## config.mk

```make
export PLATFORM = sky130hd
export DESIGN_NAME = lazy_flag_eval
export DESIGN_NICKNAME = d
export VERILOG_FILES = /design/src/rtl/lfe_pkg.sv /design/src/rtl/lfe_capture.sv /design/src/rtl/lfe_flag_calc.sv /design/src/rtl/lfe_cond_eval.sv /design/src/rtl/lazy_flag_eval.sv
export SDC_FILE = /design/constraint.sdc
export NUM_CORES = 1
export LEC_CHECK = 0
export BUFFER_PORTS_ARGS = -buffer_cell sky130_fd_sc_hd__buf_2
export CAP_MARGIN = 20
export CORE_ASPECT_RATIO = 0.75
export CORE_UTILIZATION = 41
export DETAILED_ROUTE_END_ITERATION = 10
export PLACE_DENSITY_LB_ADDON = 0.15
export SLEW_MARGIN = 15
export SYNTH_ARGS = -nofsm -noshare
export SYNTH_HDL_FRONTEND = slang
export SYNTH_SLANG_ARGS = --single-unit
```

## constraint.sdc

```tcl
create_clock -name clk -period 2.36 [get_ports clk]
set_input_delay 0.472 -clock clk [delete_from_list [all_inputs] [get_ports clk]]
set_output_delay 0.472 -clock clk [all_outputs]
set_load 0.01 [all_outputs]
```

## src/rtl/lfe_pkg.sv

```systemverilog
`timescale 1ns/100ps
package lfe_pkg;

    localparam int DATA_W  = 32;
    localparam int NFLAG   = 6;
    localparam int COND_W  = 4;
    localparam int SIZE_W  = 5;
    localparam int AF_BIT  = 4;
    localparam int BYTE_SB = 7;
    localparam int WORD_SB = 15;
    localparam int DWRD_SB = DATA_W - 1;
    localparam logic [15:0] PAR_LUT = 16'h9669;

    typedef enum logic [1:0] {
        SZ_BYTE  = 2'd0,
        SZ_WORD  = 2'd1,
        SZ_DWORD = 2'd2
    } size_e;

    // packed with carry in bit 0, overflow in bit 5
    typedef struct packed {
        logic ovf;
        logic sgn;
        logic zro;
        logic adj;
        logic par;
        logic cry;
    } flags_t;

    typedef enum logic [COND_W-1:0] {
        CC_O = 4'h0, CC_NO = 4'h1, CC_B = 4'h2, CC_NB = 4'h3,
        CC_Z = 4'h4, CC_NZ = 4'h5, CC_BE = 4'h6, CC_NBE = 4'h7,
        CC_S = 4'h8, CC_NS = 4'h9, CC_P = 4'hA, CC_NP = 4'hB,
        CC_L = 4'hC, CC_NL = 4'hD, CC_LE = 4'hE, CC_NLE = 4'hF
    } cond_e;

    typedef struct packed {
        logic [DATA_W-1:0] op1;
        logic [DATA_W-1:0] op2;
        logic [DATA_W-1:0] sum;
        logic [DATA_W-1:0] res;
        size_e             sz;
        flags_t            dirty;
    } op_rec_t;

    function automatic size_e decode_size(input logic [SIZE_W-1:0] code);
        if (code == SIZE_W'(BYTE_SB))      return SZ_BYTE;
        else if (code == SIZE_W'(WORD_SB)) return SZ_WORD;
        else                               return SZ_DWORD;
    endfunction

    function automatic logic sign_bit(input logic [DATA_W-1:0] v, input size_e sz);
        case (sz)
            SZ_BYTE: return v[BYTE_SB];
            SZ_WORD: return v[WORD_SB];
            default: return v[DWRD_SB];
        endcase
    endfunction

    function automatic logic even_parity(input logic [7:0] b);
        logic [3:0] nib;
        nib = b[7:4] ^ b[3:0];
        return PAR_LUT[nib];
    endfunction

endpackage

```

## src/rtl/lfe_capture.sv

```systemverilog
`timescale 1ns/100ps
module lfe_capture
    import lfe_pkg::*;
(
    input  logic    clk,
    input  logic    rst,
    input  logic    load,
    input  op_rec_t rec_in,
    output op_rec_t rec_q
);

    always_ff @(posedge clk) begin
        if (rst) begin
            rec_q.op1   <= '0;
            rec_q.op2   <= '0;
            rec_q.sum   <= '0;
            rec_q.res   <= '0;
            rec_q.sz    <= SZ_DWORD;
            rec_q.dirty <= '0;
        end else if (load) begin
            rec_q <= rec_in;
        end
    end

    AST_HOLD_IDLE: assert property (@(posedge clk) disable iff (rst)
        !load |=> $stable(rec_q));

    AST_LOAD_TAKES: assert property (@(posedge clk) disable iff (rst)
        load |=> (rec_q.res == $past(rec_in.res) && rec_q.dirty == $past(rec_in.dirty)));

endmodule

```

## src/rtl/lfe_flag_calc.sv

```systemverilog
`timescale 1ns/100ps
module lfe_flag_calc
    import lfe_pkg::*;
(
    input  logic    clk,
    input  logic    rst,
    input  op_rec_t rec,
    input  flags_t  word,
    output flags_t  flags
);

    logic [DATA_W-1:0] carry_vec;
    logic [DATA_W-1:0] ovf_vec;
    logic [DATA_W-1:0] half_vec;
    logic [DATA_W-1:0] zero_vec;
    flags_t            derived;

    always_comb begin
        carry_vec   = rec.op1 ^ ((rec.op1 ^ rec.op2) & (rec.op2 ^ rec.sum));
        ovf_vec     = (rec.op1 ^ rec.sum) & (rec.op2 ^ rec.sum);
        half_vec    = rec.op1 ^ rec.op2 ^ rec.sum;
        zero_vec    = ~rec.res & (rec.res - DATA_W'(1));
        derived.cry = sign_bit(carry_vec, rec.sz);
        derived.ovf = sign_bit(ovf_vec, rec.sz);
        derived.adj = half_vec[AF_BIT];
        derived.zro = sign_bit(zero_vec, rec.sz);
        derived.sgn = sign_bit(rec.res, rec.sz);
        derived.par = even_parity(rec.res[7:0]);
    end

    logic [NFLAG-1:0] dmask, dval, wval, outv;
    assign dmask = rec.dirty;
    assign dval  = derived;
    assign wval  = word;

    for (genvar i = 0; i < NFLAG; i++) begin : g_sel
        assign outv[i] = dmask[i] ? dval[i] : wval[i];
    end

    assign flags = outv;

    AST_ZERO_NOT_NEG: assert property (@(posedge clk) disable iff (rst)
        derived.zro |-> !derived.sgn);

    AST_CLEAN_FOLLOWS: assert property (@(posedge clk) disable iff (rst)
        (rec.dirty == '0) |-> (flags == word));

endmodule

```

## src/rtl/lfe_cond_eval.sv

```systemverilog
`timescale 1ns/100ps
module lfe_cond_eval
    import lfe_pkg::*;
(
    input  logic              clk,
    input  logic              rst,
    input  flags_t            f,
    input  logic [COND_W-1:0] sel,
    output logic              hit
);

    localparam int NBASE = 1 << (COND_W - 1);

    logic [NBASE-1:0] base;

    always_comb begin
        base[0] = f.ovf;
        base[1] = f.cry;
        base[2] = f.zro;
        base[3] = f.cry | f.zro;
        base[4] = f.sgn;
        base[5] = f.par;
        base[6] = f.sgn ^ f.ovf;
        base[7] = f.zro | (f.sgn ^ f.ovf);
    end

    assign hit = base[sel[COND_W-1:1]] ^ sel[0];

    AST_LE_ON_ZERO: assert property (@(posedge clk) disable iff (rst)
        (sel == CC_LE && f.zro) |-> hit);

    AST_NB_ON_CARRY: assert property (@(posedge clk) disable iff (rst)
        (sel == CC_NB && f.cry) |-> !hit);

endmodule

```

## src/rtl/lazy_flag_eval.sv

```systemverilog
`timescale 1ns/100ps
module lazy_flag_eval
    import lfe_pkg::*;
(
    input  logic        clk,
    input  logic        rst,
    input  logic        cap_valid,
    input  logic [31:0] cap_op1,
    input  logic [31:0] cap_op2,
    input  logic [31:0] cap_sum,
    input  logic [31:0] cap_res,
    input  logic [4:0]  cap_size,
    input  logic [5:0]  cap_dirty,
    input  logic [5:0]  flags_word,
    input  logic [3:0]  cond_sel,
    output logic        flag_cf,
    output logic        flag_pf,
    output logic        flag_af,
    output logic        flag_zf,
    output logic        flag_sf,
    output logic        flag_of,
    output logic        cond_true
);

    op_rec_t rec_in, rec_q;
    flags_t  word, flags;

    always_comb begin
        rec_in.op1   = cap_op1;
        rec_in.op2   = cap_op2;
        rec_in.sum   = cap_sum;
        rec_in.res   = cap_res;
        rec_in.sz    = decode_size(cap_size);
        rec_in.dirty = cap_dirty;
    end

    assign word = flags_word;

    lfe_capture u_cap (
        .clk    (clk),
        .rst    (rst),
        .load   (cap_valid),
        .rec_in (rec_in),
        .rec_q  (rec_q)
    );

    lfe_flag_calc u_calc (
        .clk   (clk),
        .rst   (rst),
        .rec   (rec_q),
        .word  (word),
        .flags (flags)
    );

    lfe_cond_eval u_cond (
        .clk (clk),
        .rst (rst),
        .f   (flags),
        .sel (cond_sel),
        .hit (cond_true)
    );

    assign flag_cf = flags.cry;
    assign flag_pf = flags.par;
    assign flag_af = flags.adj;
    assign flag_zf = flags.zro;
    assign flag_sf = flags.sgn;
    assign flag_of = flags.ovf;

    AST_SIZE_LEGAL: assert property (@(posedge clk) disable iff (rst)
        rec_q.sz != 2'd3);

endmodule

```

# --- Word-level counts from Yosys, hierarchy flattened ---
# Memories as Yosys holds them, arrays and structs flattened.
# Index checks and enable logic that the tools add are counted.
totals:
  in_bits: 152
  word_cells: 48
  n_memories: 1
  rom_bits: 16
  regBits: 136
memory_table:
  columns: ["memory", "depth", "word_bits", "rd", "rd_clocked_by_memory_dff", "write_ports", "line_no", "rtl"]
  rows:
  - ["(no name shown)", 16, 1, 1, 0, 0, "lfe_pkg.sv:63", "return PAR_LUT[nib];"]
op_classes:
  add_sub_neg: 1
  n_bitwise: 14
  magnitude_cmp: 2
  eq_ne: 3
  muxes: 15
  reduce_logical: 1
op_table:
  columns: ["cell", "count"]
  rows:
  - ["bitwise XOR 32 bit", 4]
  - ["AND 32 bit", 3]
  - ["inverter 32 bit", 1]
  - ["subtractor 32 x 1 -> 32 bit (second input constant)", 1]
  - ["two-way mux 1 bit", 8]
  - ["one-hot mux 1 bit (2 select lines)", 4]
  - ["equality test 5 x 3 -> 1 bit (second input constant)", 1]
  - ["equality test 5 x 4 -> 1 bit (second input constant)", 1]
  - ["< comparator 4 x 5 -> 1 bit (second input constant)", 1]
  - ["bitwise XOR 5 bit", 1]
  - ["< comparator 3 x 4 -> 1 bit (second input constant)", 1]
  - ["two-way mux 2 bit", 2]
  - ["bitwise XOR 4 bit", 1]
  - ["binary-select mux 1 bit (select 3 bit)", 1]
  - ["equality test 2 x 1 -> 1 bit (second input constant)", 1]
  - ["zero test 2 bit", 1]
  - ["OR 1 bit", 2]
  - ["bitwise XOR 1 bit", 2]

# --- Depth between registers and ports, before layout ---
logic_depth:
  ltp_word: 9
  ltp_mapped: 8
  mapped_depth_nobuf: 7

# --- Hierarchy ---
# From an unflattened synthesis, not the netlist that was laid out.
unflattened:
  cells_unflattened: 504
  hier_area_um2: 5382.7
modules_own_cells:
  columns: ["module", "cells_per_inst", "area_per_inst_um2", "seq_area_each_um2", "n_inst"]
  rows:
  - ["lfe_capture", 438, 4907.2, 2722.6, 1]
  - ["lfe_flag_calc", 53, 364.1, 0.0, 1]
  - ["lfe_cond_eval", 10, 77.6, 0.0, 1]
  - ["lazy_flag_eval", 3, 33.8, 0.0, 1]

# --- Worst setup path before layout ---
# Ideal clock, no wire load.
synth_path:
  path_kind: "reg-to-output"
  from: "reg, netlist name u_cap.rec_q[71]"
  to: "out cond_true"
  required_time_ns: 1.888
  n_path_buf: 0
  setup_slack_ns: 0.118
  arrival_ns: 1.770
  path_stages_with_launch: 8
  path_cell_list: "dfxtp_1 -> or3b_2 -> a21oi_1 -> a221oi_2 -> or3_1 -> a21oi_1 -> a21oi_1 -> xor2_1"
synth_between:
  elab_chain_len: 9
  elab_cells_between_ends: 15
  classes_between: "mux: 6; bitwise: 9"
synth_rtl:
  columns: ["item", "line_no", "rtl"]
  rows:
  - ["bitwise XOR 32 bit, on equally long branches", "lfe_flag_calc.sv:19, lfe_flag_calc.sv:20", null]
  - ["AND 32 bit, on equally long branches", "lfe_flag_calc.sv:19, lfe_flag_calc.sv:20", null]
  - ["bitwise XOR 32 bit or one-hot mux 1 bit (2 select lines) (tied branches)", "lfe_flag_calc.sv:19, lfe_pkg.sv:53", null]
  - ["one-hot mux 1 bit (2 select lines) or two-way mux 1 bit (tied branches)", "lfe_pkg.sv:53, lfe_flag_calc.sv:37", null]
  - ["two-way mux 1 bit or bitwise XOR 1 bit (tied branches)", "lfe_flag_calc.sv:37, lfe_cond_eval.sv:23, lfe_cond_eval.sv:24", null]
  - ["OR 1 bit, on equally long branches", "lfe_cond_eval.sv:20, lfe_cond_eval.sv:24", null]
  - ["binary-select mux 1 bit (select 3 bit) *", "lfe_cond_eval.sv:27", "assign hit = base[sel[COND_W-1:1]] ^ sel[0];"]
  - ["two-way mux 1 bit (not written as such) *", "lfe_cond_eval.sv:27", null]
  - ["bitwise XOR 1 bit *", "lfe_cond_eval.sv:27", null]
  - ["end: declaration", "lazy_flag_eval.sv:22", "output logic cond_true"]
# Mark *: on every way between the ends. The rest lies on a longest branch, timed or not. The select of a mux whose other input is x is not followed.

# --- Final worst setup path ---
layout_path:
  from: "reg, netlist name u_cap.rec_q[103]"
  to: "out cond_true"
layout_between:
  elab_chain_len: 9
  elab_cells_between_ends: 15
  classes_between: "mux: 6; bitwise: 9"
layout_rtl:
  columns: ["item", "line_no"]
  rows:
  - ["bitwise XOR 32 bit, on equally long branches", null]
  - ["AND 32 bit, on equally long branches", "lfe_flag_calc.sv:19, lfe_flag_calc.sv:20"]
  - ["bitwise XOR 32 bit or one-hot mux 1 bit (2 select lines) (tied branches)", "lfe_flag_calc.sv:19, lfe_pkg.sv:53"]
  - ["one-hot mux 1 bit (2 select lines) or two-way mux 1 bit (tied branches)", "lfe_pkg.sv:53, lfe_flag_calc.sv:37"]
  - ["two-way mux 1 bit or bitwise XOR 1 bit (tied branches)", "lfe_flag_calc.sv:37, lfe_cond_eval.sv:23, lfe_cond_eval.sv:24"]
  - ["OR 1 bit, on equally long branches", "lfe_cond_eval.sv:20, lfe_cond_eval.sv:24"]
  - ["binary-select mux 1 bit (select 3 bit) *", "lfe_cond_eval.sv:27"]
  - ["two-way mux 1 bit (not written as such) *", "lfe_cond_eval.sv:27"]
  - ["bitwise XOR 1 bit *", "lfe_cond_eval.sv:27"]
# Marks and branches as above.

==> impl_summary.txt <==
----------------------------------------------------
[Logic synthesis]
  Count of mapped cells out of synthesis ... roughly 250
  Cell taking the most area after synthesis ... sky130_fd_sc_hd__dfxtp_1
  Yosys warns ... 0
  Mean cell area of the mapped netlist ... 9.42 um2
  Net count after synthesis ... approximately 400
  Fraction of synthesized cell area taken by the top area cell type ... roughly 45%
  Largest cells by area after synthesis ... sky130_fd_sc_hd__dfxtp_1 45%, sky130_fd_sc_hd__mux2i_1 22%, sky130_fd_sc_hd__nor2_1 8.6%
  Sequential share of the synthesized area ... 44.9%
  Post-Syn Area ... ~2300 um2
  Flip-flop and latch count after synthesis ... 52
  Count of different cell masters after synthesis ... 37

[Detailed routing]
  Routed vias ... 1927
  Iteration-0 DRC count of the detailed router ... between 90 and 100
  Average routed wire per standard cell ... approximately 12 um
  ANT nets after route ... 0
  Post-detailed-route via-to-cell ratio ... between 4 and 5
  Post-detailed-routing wire length ... about 5000 um
  Number of iterations in the first detailed-routing pass ... 4
  DRC viols ... 0

[STA]
  Final hold violation count ... 0
  Worst-Margin Slew ... approximately 500 ps
  Final number of setup-violating endpoints ... 1
  RSZ-0062 raised after global routing ... true
  Final count of pins violating max slew ... 0
  Min cycle time layout ... between 2000 and 3000 ps
  Worst setup margin ... -372 ps
  Relative slew slack ... between 60% and 70%
  Final setup TNS ... -372 ps
  Highest Clock Rate ... 366 MHz
  Skew final ... 0 ps
  Share of the clock period used by the worst path after layout ... 116%

[Critical path]
  Maximum net fanout on the critical path ... 4
  Startpoint type of the worst setup path ... register
  Launching element of the worst setup path ... u_cap.rec_q[103]$_SDFFE_PP0P_
  Required arrival time at the worst endpoint ... about 1900 ps
  Crit path kind ... reg2out
  Critical path arrival ... roughly 2300 ps
  Critical path capture point type ... primary output
  R2r startpoint ... u_cap.rec_q[3]$_SDFFE_PP0P_

[Floorplanning]
  Die width ... between 80 and 90 um
  Overall die area ... slightly below 6000 um2
  Effective utilization at floorplan ... a little over two fifths
  Vertical extent of the die ... approximately 67 um
  Boundary Pins ... 159
  Core area ... about 5400 um2
  Num rows ... 23

[CTS]
  Clock root buffer master ... sky130_fd_sc_hd__clkbuf_8
  Clock net sink count ... 52
  CTS Buffer Depth ... 2
  Clock insertion delay at the later pin of the skew report ... roughly 300 ps
  Clock-pin slew on the worst setup and hold paths ... about 90 ps
  H-tree levels ... 2
  TritonCTS clock tree ... done
  Number of buffers created by CTS ... 5
  Hold buffers post-CTS ... 0

[Finish]
  Final antenna diode count ... 0
  Net count reported at finish ... 484
  Share of layout cells above drive strength 1 ... around 34%
  Most flops, register ... u_cap.rec_q
  Max FFs per register ... 52
  Largest regs ... u_cap.rec_q x52
  Synth-to-layout area growth ... 29.9%
  Fill cell instance count of the final layout ... 528
  Post-route cell area ... approximately 3000 um2

[Hold path]
  Startpoint of the tightest hold check path ... cap_res[26]
  Worst hold path class ... in2reg

[Pwr]
  Portion of total power attributed to sequential cells ... 53.2%
  Combinational share of power ... roughly 18%
  Power Dens Cells ... between 600 and 700 nW/um2
  Static leakage ... 1.45 nW
  Switching power of the nets ... around 0.00046 W
  Overall power ... between 0.0015 and 0.002 W
  Proportion of total power due to net switching ... about a quarter
  Clock power share ... between 20% and 30%
  Cell-internal power ... 0.00135 W
  Worst IR drop on VDD ... approximately 0.30 mV

[Place]
  Final RePlAce weighted congestion ... around 0.75
  Detailed placer's ending HPWL ... around 3700 um
  Port Buffer Count ... 74
  Dpl cell area ... approximately 2900 um2
  Pre-CTS worst setup slack ... roughly 3.1 ps

[Run]
  # Max-Cap Violations ... 0

[Global routing]
  Wire length of the first global-routing pass ... between 7000 and 8000 um
  Via count of the first global-routing pass ... around 1.8k
  Antenna violations before repair ... 0
  Aggregate global-route resource usage ... between 15 and 20%
  Pin count of the biggest net entering global routing ... 54
  GRT Residual Overflow ... 0

[Run status]
  Run status ... finished, violations left
  Violated checks ... setup timing

----------------------------------------------------
## logic make-up (layout without fill, tap and decap cells)
group	count (synthesis)	after routing	synth area share [%]
simple gates	87	87	17.9
buf+inv	21	108	3.46
mux	53	53	22.9
compound gates	22	22	6.59
flops	52	52	44.9
fa+ha+maj	1	1	0.432
xor+xnor	10	10	3.78
## synthesized netlist by cell type
| library cell | count |
|---|---|
| sky130_fd_sc_hd__nor2b_1 | 1 |
| sky130_fd_sc_hd__nor4_1 | 7 |
| sky130_fd_sc_hd__nor4b_1 | 1 |
| sky130_fd_sc_hd__o2bb2ai_1 | 1 |
| sky130_fd_sc_hd__inv_1 | 8 |
| sky130_fd_sc_hd__mux2i_1 | 52 |
| sky130_fd_sc_hd__clkbuf_1 | 12 |
| sky130_fd_sc_hd__nand4b_1 | 2 |
| sky130_fd_sc_hd__nor3_1 | 2 |
| sky130_fd_sc_hd__o22ai_1 | 1 |
| sky130_fd_sc_hd__nor3b_1 | 1 |
| sky130_fd_sc_hd__o211ai_1 | 1 |
| sky130_fd_sc_hd__o21ai_0 | 3 |
| sky130_fd_sc_hd__or3_1 | 1 |
| sky130_fd_sc_hd__a31oi_1 | 1 |
| sky130_fd_sc_hd__nand2_1 | 6 |
| sky130_fd_sc_hd__clkbuf_2 | 1 |
| sky130_fd_sc_hd__xnor2_1 | 8 |
| sky130_fd_sc_hd__o311a_1 | 1 |
| sky130_fd_sc_hd__and2b_1 | 3 |
| sky130_fd_sc_hd__a21boi_0 | 1 |
| sky130_fd_sc_hd__a211oi_1 | 2 |
| sky130_fd_sc_hd__nand3b_1 | 1 |
| sky130_fd_sc_hd__and3b_1 | 1 |
| sky130_fd_sc_hd__maj3_1 | 1 |
| sky130_fd_sc_hd__nand3_1 | 3 |
| sky130_fd_sc_hd__or3b_2 | 2 |
| sky130_fd_sc_hd__or2b_1 | 2 |
| sky130_fd_sc_hd__a31o_2 | 1 |
| sky130_fd_sc_hd__a21oi_1 | 7 |
| sky130_fd_sc_hd__nor2_1 | 53 |
| sky130_fd_sc_hd__nand4_1 | 1 |
| sky130_fd_sc_hd__xor2_1 | 2 |
| sky130_fd_sc_hd__mux2_2 | 1 |
| sky130_fd_sc_hd__o221ai_1 | 2 |
| sky130_fd_sc_hd__dfxtp_1 | 52 |
| sky130_fd_sc_hd__a221oi_2 | 1 |
## cell usage in the layout (no fill, tap or decap), drive strengths merged, types with 2 or more instances in the layout
master | synthesis | layout
mux2i | 52 | 52
xnor2 | 8 | 8
a211oi | 2 | 2
nand3 | 3 | 3
nand4b | 2 | 2
inv | 8 | 8
nor3 | 2 | 2
or3b | 2 | 2
xor2 | 2 | 2
clkbuf | 13 | 7
dfxtp | 52 | 52
and2b | 3 | 3
a21oi | 7 | 7
o221ai | 2 | 2
nor2 | 53 | 53
or2b | 2 | 2
o21ai | 3 | 3
buf | 0 | 92
nor4 | 7 | 7
nand2 | 6 | 6
## area by class of cell
cell class / instances / area, um2 / area share, %
Clock buffer: 7 / 86.3 / 2.87
Timing Repair Buffer: 92 / 518 / 17.2
Inverter: 8 / 30.0 / 0.998
Tap cell: 75 / 93.8 / 3.12
Sequential cell: 52 / 1040 / 34.7
Clock inverter: 1 / 7.51 / 0.249
Multi-Input combinational cell: 173 / 1230 / 40.9
## layer usage
metal / wire length, um / up-vias / part of all wire [%] / global-route usage [%]
met5: 0 / - / 0 / 0
met3: 271 / 5 / 5.5 / 4.83
met2: 2150 / 43 / 43 / 26.4
met1: 2500 / 851 / 50 / 24.0
met4: 31 / 0 / 0.63 / 5.44
li1: - / 1028 / - / -
## critical path, cell delays in order, from the launching register on
cell                       delay (ps)
sky130_fd_sc_hd__dfxtp_1          320
sky130_fd_sc_hd__or3b_2           480
sky130_fd_sc_hd__a21oi_2          190
sky130_fd_sc_hd__a221oi_4          90
sky130_fd_sc_hd__or3_4            390
sky130_fd_sc_hd__nand4_1          120
sky130_fd_sc_hd__a21oi_2           70
sky130_fd_sc_hd__xor2_1           160
sky130_fd_sc_hd__buf_2            130
## power groups by stage
stage / combinational, W / clock [W] / sequential, W
final: 0.000331 / 0.000517 / 0.000964
after global routing: 0.000372 / 0.000568 / 0.000971
after CTS: 0.000328 / 0.000534 / 0.000963
after detailed placement: 0.000326 / 0 / 0.000983
after global placement: 0.000322 / 0 / 0.000981
after floorplan: 0.000195 / 0 / 0.000977
## per-stage QoR
step	instances	util, %	hold slack [ps]
after floorplan	246	-	454
after global placement	400	53.5	473
after detailed placement	400	53.5	485
final	408	55.9	403
after global routing	408	55.9	397
after CTS	408	55.3	395
## path summary, 6_finish.rpt
path,to,slack (ps),cells after the start
hold reg to reg,u_cap.rec_q[36]$_SDFFE_PP0P_,500,2
hold / removal,u_cap.rec_q[34]$_SDFFE_PP0P_,400,3
setup / recovery,cond_true,-370,8
setup reg to reg,u_cap.rec_q[3]$_SDFFE_PP0P_,1580,3
## timing repair
action,4_1_cts,5_1_grt
setup endpoints to repair,1,3
pin swaps,0,6
buffers inserted,0,0
gates resized for setup,1,8
(Power assumes the default switching activity.)
